[src/rtl/apf_pkg.sv]
// Package: shared encodings for the array stride prefetch table.
// Assumes nothing beyond standard SystemVerilog.
package apf_pkg;

    // Outcome of the look-ahead target computation
    typedef enum logic [1:0] {
        TGT_NONE  = 2'd0,   // candidate dropped (out of range, no wrap)
        TGT_AHEAD = 2'd1,   // candidate lies inside the array
        TGT_WRAP  = 2'd2    // candidate replaced by start of next pass
    } tgt_kind_e;

    // Clear the offset-in-line bits of an address
    function automatic logic [63:0] line_of(input logic [63:0] a, input int unsigned line_bytes);
        return a & ~(64'(line_bytes) - 64'd1);
    endfunction

endpackage

[src/rtl/apf_lookup.sv]
// apf_lookup: compares the presented array base against every valid tag.
// Assumes the table never holds two valid entries with the same tag.
module apf_lookup #(
    parameter int ADDR_W  = 32,
    parameter int ENTRIES = 8,
    localparam int IDX_W  = $clog2(ENTRIES)
) (
    input  logic              tag_vld [ENTRIES],
    input  logic [ADDR_W-1:0] tag     [ENTRIES],
    input  logic [ADDR_W-1:0] key,
    output logic [ENTRIES-1:0] hit_vec,
    output logic              hit,
    output logic [IDX_W-1:0]  hit_idx
);

    // One comparator per entry
    for (genvar e = 0; e < ENTRIES; e++) begin : g_cmp
        assign hit_vec[e] = tag_vld[e] && (tag[e] == key);
    end

    assign hit = |hit_vec;

    // Encode the matching entry number
    always_comb begin
        hit_idx = '0;
        for (int i = 0; i < ENTRIES; i++) begin
            if (hit_vec[i]) hit_idx = IDX_W'(i);
        end
    end

endmodule

[src/rtl/apf_target.sv]
// apf_target: forms the look-ahead address DEPTH strides past the current
// access, bounds it by the array extent and optionally wraps it to the
// start of the next pass. Output is line aligned.
// Assumes stride is nonzero when the result is used.
module apf_target
    import apf_pkg::*;
#(
    parameter int ADDR_W     = 32,
    parameter int LEN_W      = 16,
    parameter int DEPTH      = 2,
    parameter int LINE_BYTES = 16,
    localparam int EW        = ADDR_W + $clog2(DEPTH + 1) + LEN_W + 4
) (
    input  logic                     wrap_en,
    input  logic [ADDR_W-1:0]        base,
    input  logic [ADDR_W-1:0]        addr,
    input  logic [LEN_W-1:0]         len,
    input  logic [1:0]               esz,
    input  logic signed [ADDR_W-1:0] stride,
    output tgt_kind_e                kind,
    output logic [ADDR_W-1:0]        line_addr
);

    logic signed [EW-1:0] base_x, addr_x, str_x, depth_x;
    logic signed [EW-1:0] ahead, end_x, last_x, tgt;
    logic                 up, in_rng;

    // Widen operands so no sum or product can overflow
    always_comb begin
        base_x  = signed'({{(EW-ADDR_W){1'b0}}, base});
        addr_x  = signed'({{(EW-ADDR_W){1'b0}}, addr});
        str_x   = signed'({{(EW-ADDR_W){stride[ADDR_W-1]}}, stride});
        depth_x = signed'(EW'(DEPTH));
        ahead   = addr_x + depth_x * str_x;
        end_x   = base_x + signed'(EW'(len) << esz);
        last_x  = end_x - signed'(EW'(1) << esz);
    end

    // Range test against the direction of travel
    always_comb begin
        up     = !stride[ADDR_W-1];
        in_rng = up ? (ahead < end_x) : (ahead >= base_x);
    end

    // Pick the surviving target and classify it
    always_comb begin
        if (in_rng) begin
            kind = TGT_AHEAD;
            tgt  = ahead;
        end else if (wrap_en) begin
            kind = TGT_WRAP;
            tgt  = up ? base_x : last_x;
        end else begin
            kind = TGT_NONE;
            tgt  = ahead;
        end
        line_addr = tgt[ADDR_W-1:0] & ~ADDR_W'(LINE_BYTES - 1);
    end

endmodule

[src/rtl/apf_issue.sv]
// apf_issue: single-register request port. Filters a candidate that repeats
// the line of the last accepted request and discards candidates that arrive
// while the current request is stalled.
// Assumes cand_line is already line aligned.
module apf_issue #(
    parameter int ADDR_W = 32
) (
    input  logic              clk,
    input  logic              rst_n,
    input  logic              cand_valid,
    input  logic [ADDR_W-1:0] cand_line,
    input  logic              pf_ready,
    output logic              pf_valid,
    output logic [ADDR_W-1:0] pf_addr
);

    logic              last_vld;
    logic [ADDR_W-1:0] last_line;
    logic              fresh;
    logic              slot_free;

    // Candidate survives the repeat filter
    assign fresh     = cand_valid && !(last_vld && (last_line == cand_line));
    // Output register may take a new value
    assign slot_free = !pf_valid || pf_ready;

    // Load, hold or clear the request register and remember the last line
    always_ff @(posedge clk) begin
        if (!rst_n) begin
            pf_valid  <= 1'b0;
            pf_addr   <= '0;
            last_vld  <= 1'b0;
            last_line <= '0;
        end else if (slot_free) begin
            pf_valid <= fresh;
            if (fresh) begin
                pf_addr   <= cand_line;
                last_vld  <= 1'b1;
                last_line <= cand_line;
            end
        end
    end

endmodule

[src/rtl/arr_stride_pf.sv]
// arr_stride_pf: base-tagged stride table for array prefetching.
// Each entry learns the byte stride of one array, confirms it over HIST
// repeats and then requests the line DEPTH strides ahead, bounded by the
// array length, with optional wrap to the next pass start.
// Assumes one access per cycle at most and that acc_len/acc_esz describe
// the array named by acc_base.
module arr_stride_pf
    import apf_pkg::*;
#(
    parameter int ADDR_W     = 32,
    parameter int LEN_W      = 16,
    parameter int ENTRIES    = 8,
    parameter int HIST       = 2,
    parameter int DEPTH      = 2,
    parameter int LINE_BYTES = 16
) (
    input  logic              clk,
    input  logic              rst_n,
    input  logic              acc_valid,
    input  logic              acc_is_array,
    input  logic [ADDR_W-1:0] acc_base,
    input  logic [ADDR_W-1:0] acc_addr,
    input  logic [LEN_W-1:0]  acc_len,
    input  logic [1:0]        acc_esz,
    input  logic              wrap_en,
    input  logic              pf_ready,
    output logic              pf_valid,
    output logic [ADDR_W-1:0] pf_addr
);

    localparam int IDX_W = $clog2(ENTRIES);
    localparam int CNT_W = $clog2(HIST + 1);

    // Table storage
    logic                     ent_vld    [ENTRIES];
    logic [ADDR_W-1:0]        ent_tag    [ENTRIES];
    logic [ADDR_W-1:0]        ent_last   [ENTRIES];
    logic signed [ADDR_W-1:0] ent_stride [ENTRIES];
    logic [CNT_W-1:0]         ent_cnt    [ENTRIES];
    logic [IDX_W-1:0]         rr_ptr;

    logic [ENTRIES-1:0]       hit_vec;
    logic                     hit;
    logic [IDX_W-1:0]         hit_idx;

    logic                     do_upd;
    logic signed [ADDR_W-1:0] obs_stride, cur_stride;
    logic                     matched, confirm;
    logic [CNT_W-1:0]         cnt_next;
    tgt_kind_e                kind;
    logic [ADDR_W-1:0]        cand_line;
    logic                     cand_valid;

    // Only array element accesses touch the table
    assign do_upd = acc_valid && acc_is_array;

    apf_lookup #(
        .ADDR_W (ADDR_W),
        .ENTRIES(ENTRIES)
    ) u_lookup (
        .tag_vld(ent_vld),
        .tag    (ent_tag),
        .key    (acc_base),
        .hit_vec(hit_vec),
        .hit    (hit),
        .hit_idx(hit_idx)
    );

    // Compare the observed stride with the stored one and advance confirmation
    always_comb begin
        cur_stride = ent_stride[hit_idx];
        obs_stride = signed'(acc_addr - ent_last[hit_idx]);
        matched    = (obs_stride == cur_stride) && (cur_stride != '0);
        if (!matched)
            cnt_next = '0;
        else if (ent_cnt[hit_idx] == CNT_W'(HIST))
            cnt_next = ent_cnt[hit_idx];
        else
            cnt_next = ent_cnt[hit_idx] + 1'b1;
        confirm = matched && (cnt_next == CNT_W'(HIST));
    end

    apf_target #(
        .ADDR_W    (ADDR_W),
        .LEN_W     (LEN_W),
        .DEPTH     (DEPTH),
        .LINE_BYTES(LINE_BYTES)
    ) u_target (
        .wrap_en  (wrap_en),
        .base     (acc_base),
        .addr     (acc_addr),
        .len      (acc_len),
        .esz      (acc_esz),
        .stride   (cur_stride),
        .kind     (kind),
        .line_addr(cand_line)
    );

    // A confirmed hit with a surviving target offers a request
    assign cand_valid = do_upd && hit && confirm && (kind != TGT_NONE);

    apf_issue #(
        .ADDR_W(ADDR_W)
    ) u_issue (
        .clk       (clk),
        .rst_n     (rst_n),
        .cand_valid(cand_valid),
        .cand_line (cand_line),
        .pf_ready  (pf_ready),
        .pf_valid  (pf_valid),
        .pf_addr   (pf_addr)
    );

    // Per-entry state: allocate on miss at the round-robin slot, train on hit
    for (genvar e = 0; e < ENTRIES; e++) begin : g_ent
        logic sel_hit, sel_alloc;
        assign sel_hit   = do_upd && hit && (hit_idx == IDX_W'(e));
        assign sel_alloc = do_upd && !hit && (rr_ptr == IDX_W'(e));

        // Valid bit carries the reset
        always_ff @(posedge clk) begin
            if (!rst_n)
                ent_vld[e] <= 1'b0;
            else if (sel_alloc)
                ent_vld[e] <= 1'b1;
        end

        // Tag, last address, stride and count need no reset
        always_ff @(posedge clk) begin
            if (sel_alloc) begin
                ent_tag[e]    <= acc_base;
                ent_last[e]   <= acc_addr;
                ent_stride[e] <= '0;
                ent_cnt[e]    <= '0;
            end else if (sel_hit) begin
                ent_last[e] <= acc_addr;
                ent_cnt[e]  <= cnt_next;
                if (!matched) ent_stride[e] <= obs_stride;
            end
        end
    end

    // Round-robin victim pointer advances on every allocation
    always_ff @(posedge clk) begin
        if (!rst_n)
            rr_ptr <= '0;
        else if (do_upd && !hit)
            rr_ptr <= (rr_ptr == IDX_W'(ENTRIES - 1)) ? '0 : rr_ptr + 1'b1;
    end

endmodule

[config.mk]
export PLATFORM = sky130hd
export DESIGN_NAME = arr_stride_pf
export DESIGN_NICKNAME = d
export VERILOG_FILES = /design/src/rtl/apf_pkg.sv /design/src/rtl/apf_lookup.sv /design/src/rtl/apf_target.sv /design/src/rtl/apf_issue.sv /design/src/rtl/arr_stride_pf.sv
export SDC_FILE = /design/constraint.sdc
export NUM_CORES = 2
export LEC_CHECK = 0
export BUFFER_PORTS_ARGS = -buffer_cell sky130_fd_sc_hd__buf_2
export CORE_MARGIN = 10
export CORE_UTILIZATION = 60
export DETAILED_ROUTE_END_ITERATION = 7
export GPL_TIMING_DRIVEN = 0
export HOLD_SLACK_MARGIN = 0.06
export PLACE_DENSITY = 0.76
export SLEW_MARGIN = 20
export SYNTH_ARGS = -nofsm -noshare
export SYNTH_HDL_FRONTEND = slang
export SYNTH_SLANG_ARGS = --single-unit
[constraint.sdc]
create_clock -name clk -period 35.5 [get_ports clk]
set_input_delay 7.1 -clock clk [delete_from_list [all_inputs] [get_ports clk]]
set_output_delay 7.1 -clock clk [all_outputs]
set_load 0.02 [all_outputs]
==> out/qor.csv <==
stage,metric,value,unit
run_status,outcome,completed,
routing,met3 wire length,21.2,mm
logic_synthesis,post-synthesis sequential area ratio,54.1,%
setup_path,Worst Setup EP,u_issue.pf_valid,
routing,antenna-violating nets left,0,
setup_path,R2R setup slack,21.94,ns
logic_synthesis,"Top FF cell, synth",edfxtp_1,
grt,Total GRT Usage,34.8,%
setup_path,Worst Setup SP,acc_base[6],
setup_path,Crit path max-delay family,compound AO/OA/AOI/OAI gates,
cts,Clock Tree Buf Depth,3,
logic_synthesis,Area contributors post-synth,"edfxtp_1, xnor2_1, nor2_1",
logic_synthesis,Post-Syn Area per Cell,10.9,µm²
die,die height,294,µm
die,Std-Cell Rows,100,
setup_path,CP Data Arrival Time,21.02,ns
cts,post-CTS setup buffers,0,
die,core area,0.0744,mm²
setup_path,reg2reg path depth,42,
setup_path,Critical Path RT,35.98,ns
placement,port bufs,114,
routing,met2 WL,68.0,mm
timing,final setup fails,0,
placement,detailed placement HPWL,108,mm
layout,fraction of layout cells with a size suffix above 1,11.0,%
timing,setup tns final,0,ns
setup_path,RR Startpoint,ent_tag[61],
layout,Fillers,5586,
die,die area,0.0864,mm²
routing,Wirelength per Cell,28.7,µm
layout,Finished Cell Area,0.0502,mm²
logic_synthesis,Mapped Area,0.0450,mm²
routing,First-pass DRT Iterations,6,
grt,first-pass GRT wire length,222,mm
power,VDD IR max,0.0476,mV
cts,post-CTS sizing,0,
placement,RD Place Congestion,0.996,
setup_path,Setup Crit Path Kind,in2reg,
cts,CTS Buf Count,86,
grt,pin count of the biggest net entering global routing,35,
logic_synthesis,Syn. warnings,0,
cts,clock latency on the worst-skew pair,0.68,ns
timing,Fin Hold WS,0.497,ns
placement,placed inst area,0.0473,mm²
routing,First DRT Iteration DRCs,5586,
timing,crit share post-route,57.9,%
cts,CTS sink count,825,
logic_synthesis,Synth area leader,edfxtp_1,
die,Ports,121,
logic_synthesis,Gate Count Post-Synth,4128,
setup_path,CP Buf/Inv Count,8,
die,Chip Width,294,µm
power,P_leak,18.3,nW
power,Power Density,46.8,mW/mm²
logic_synthesis,share of the synthesized area in the top cell type,52.3,%
die,Initial Util,60.5,%
logic_synthesis,number of synthesized flops with an enable pin,784,
cts,H-tree depth,3,
timing,Fmax,0.0487,GHz
grt,initial antenna violation count,7,
logic_synthesis,"Distinct cells, synth",106,
setup_path,Crit Reg-Reg Endpoint,u_issue.pf_valid,
setup_path,"Top cell by count, worst path",a21oi_1,
grt,total grt overflow,0,
cts,CTS tree,built,
timing,crit path time final,20.54,ns
layout,Layout Area Growth over Synthesis,11.5,%
routing,Vias/cell,6.73,
routing,"wirelength, routed",155,mm
logic_synthesis,"flops & latches, synth",825,
routing,WL met1,57.3,mm
setup_path,CP Capture Type,flip-flop,
timing,max-slew violation count,0,
setup_path,critical path depth,44,
logic_synthesis,fraction of registers with async set/reset,0,%
routing,Vias,36300,
timing,slew margin rel.,15.0,%
setup_path,CP max stage delay,0.99,ns
cts,clock transition at the registers of the reported paths,0.06,ns
timing,Least-Margin Pin Slew,1.27,ns
routing,# DRC,0,
routing,Top Metal Used,met5,
layout,post-layout net count,4600,
cts,Root Driver,clkbuf_16,
setup_path,CP Launch Type,primary input,
grt,vias in the first global route,34500,
setup_path,CP max stage cell,a221oi_1,
run,Max Cap Violations,0,
timing,"Hold Violations, Final",0,
hold_path,Hold Path Class,reg2reg,
timing,RSZ-0062 raised after global routing,no,
setup_path,Worst Path Max Fanout,11,
timing,clk_skew,0.0628,ns
cts,hold_buf cts,0,
## cells in the final DEF, fill, tap and decap left out, drive strengths merged, types with 155 or more instances in the layout
cell type and count:
xnor2 235, xor2 158, ha 155, nand2 328, nand3 227, o21ai 195
clkbuf 184, edfxtp 784, buf 256, nor2 550
## power by group
part | internal [mW] | switching [mW]
clock | 0.501 | 0.392
sequential | 1.07 | 0.00344
combinational | 0.122 | 0.258
total | 1.69 | 0.654
## cell usage after synthesis, types with 23 or more instances
cell        n
nor2_1    548
ha_1      155
nor3_1     68
a31oi_1    25
inv_1      94
and2_1     50
and3_1     49
o21ai_0   168
nand2b_1   54
xnor2_1   235
dfxtp_1    41
nand2_1   326
a21oi_1   147
nor4_1     83
o211ai_1   30
nand3_1   227
edfxtp_1  784
buf_2      73
clkbuf_1   85
a21o_1     55
mux2i_1    77
nand4_1    99
xor2_1    158
buf_4      23
or3_1      24
## metal layers
metal / up-vias / GRT usage, %
li1: 15700 / -
met1: 17400 / 46.1
met2: 2609 / 52.9
met3: 549 / 9.05
met4: 6 / 16.5
met5: - / 0
## layout make-up
type	instances	area, µm²	share of cell area (%)
inverter	95	357	0.711
clock inverter	54	568	1.13
buffer	206	990	1.97
tap	969	1210	2.42
antenna	2	5.00	0.00997
clock buffer	99	2200	4.39
timing repair buffer	135	956	1.90
sequential	825	24400	48.5
multi-input combinational	3005	19500	38.9
## sequential cells by signal (all words and copies together) (netlist names)
signal            flops
u_issue.pf_valid      1
ent_cnt              16
u_issue.last_vld      1
ent_vld               8
u_issue.pf_addr      28
ent_tag             256
ent_last            256
rr_ptr                3
ent_stride          256
## through the flow
stage / setup slack (ns) / power [mW] / util [%] / std cells
finish: 14.96 / 2.35 / 67.4 / 5390
global route: 14.60 / 2.41 / 67.4 / 5389
CTS: 15.69 / 2.33 / 67.3 / 5387
detailed placement: 15.10 / 1.46 / 63.6 / 5234
global placement: 14.79 / 1.45 / 62.9 / 5214
floorplan: 18.74 / 1.33 / - / 4131
## logic make-up (layout without fill, tap and decap cells)
family	after synthesis	after routing	synth area share (%)
other cells	1	6	0.00833
flops	825	825	54.1
fa+ha+maj	158	158	4.44
mux	102	102	2.51
compound gates	691	691	10.4
simple gates	1656	1656	17.8
buf+inv	301	589	2.99
xor+xnor	394	394	7.69
## worst register-to-register path, delay by kind of cell (launching register included)
family          cells  cell delay, ns
flops               1            0.40
buf+inv             6            2.19
compound gates     13            4.85
fa+ha+maj           2            0.69
xor+xnor            2            0.60
simple gates       19            4.63
## how the worst min path moves through the flow
stage | cells past startpoint | start | slack [ns] | to
6_report | 2 | u_issue.pf_addr[4] | 0.50 | u_issue.pf_addr[4]
5_1_grt | 2 | u_issue.pf_addr[10] | 0.52 | u_issue.pf_addr[10]
4_1_cts | 2 | u_issue.pf_addr[4] | 0.50 | u_issue.pf_addr[4]
3_5_place_dp | 2 | ent_vld[2] | 0.49 | ent_vld[2]
3_3_place_gp | 2 | u_issue.pf_addr[13] | 0.47 | u_issue.pf_addr[13]
2_1_floorplan | 2 | ent_vld[7] | 0.45 | ent_vld[7]
(Power assumes the default switching activity.)
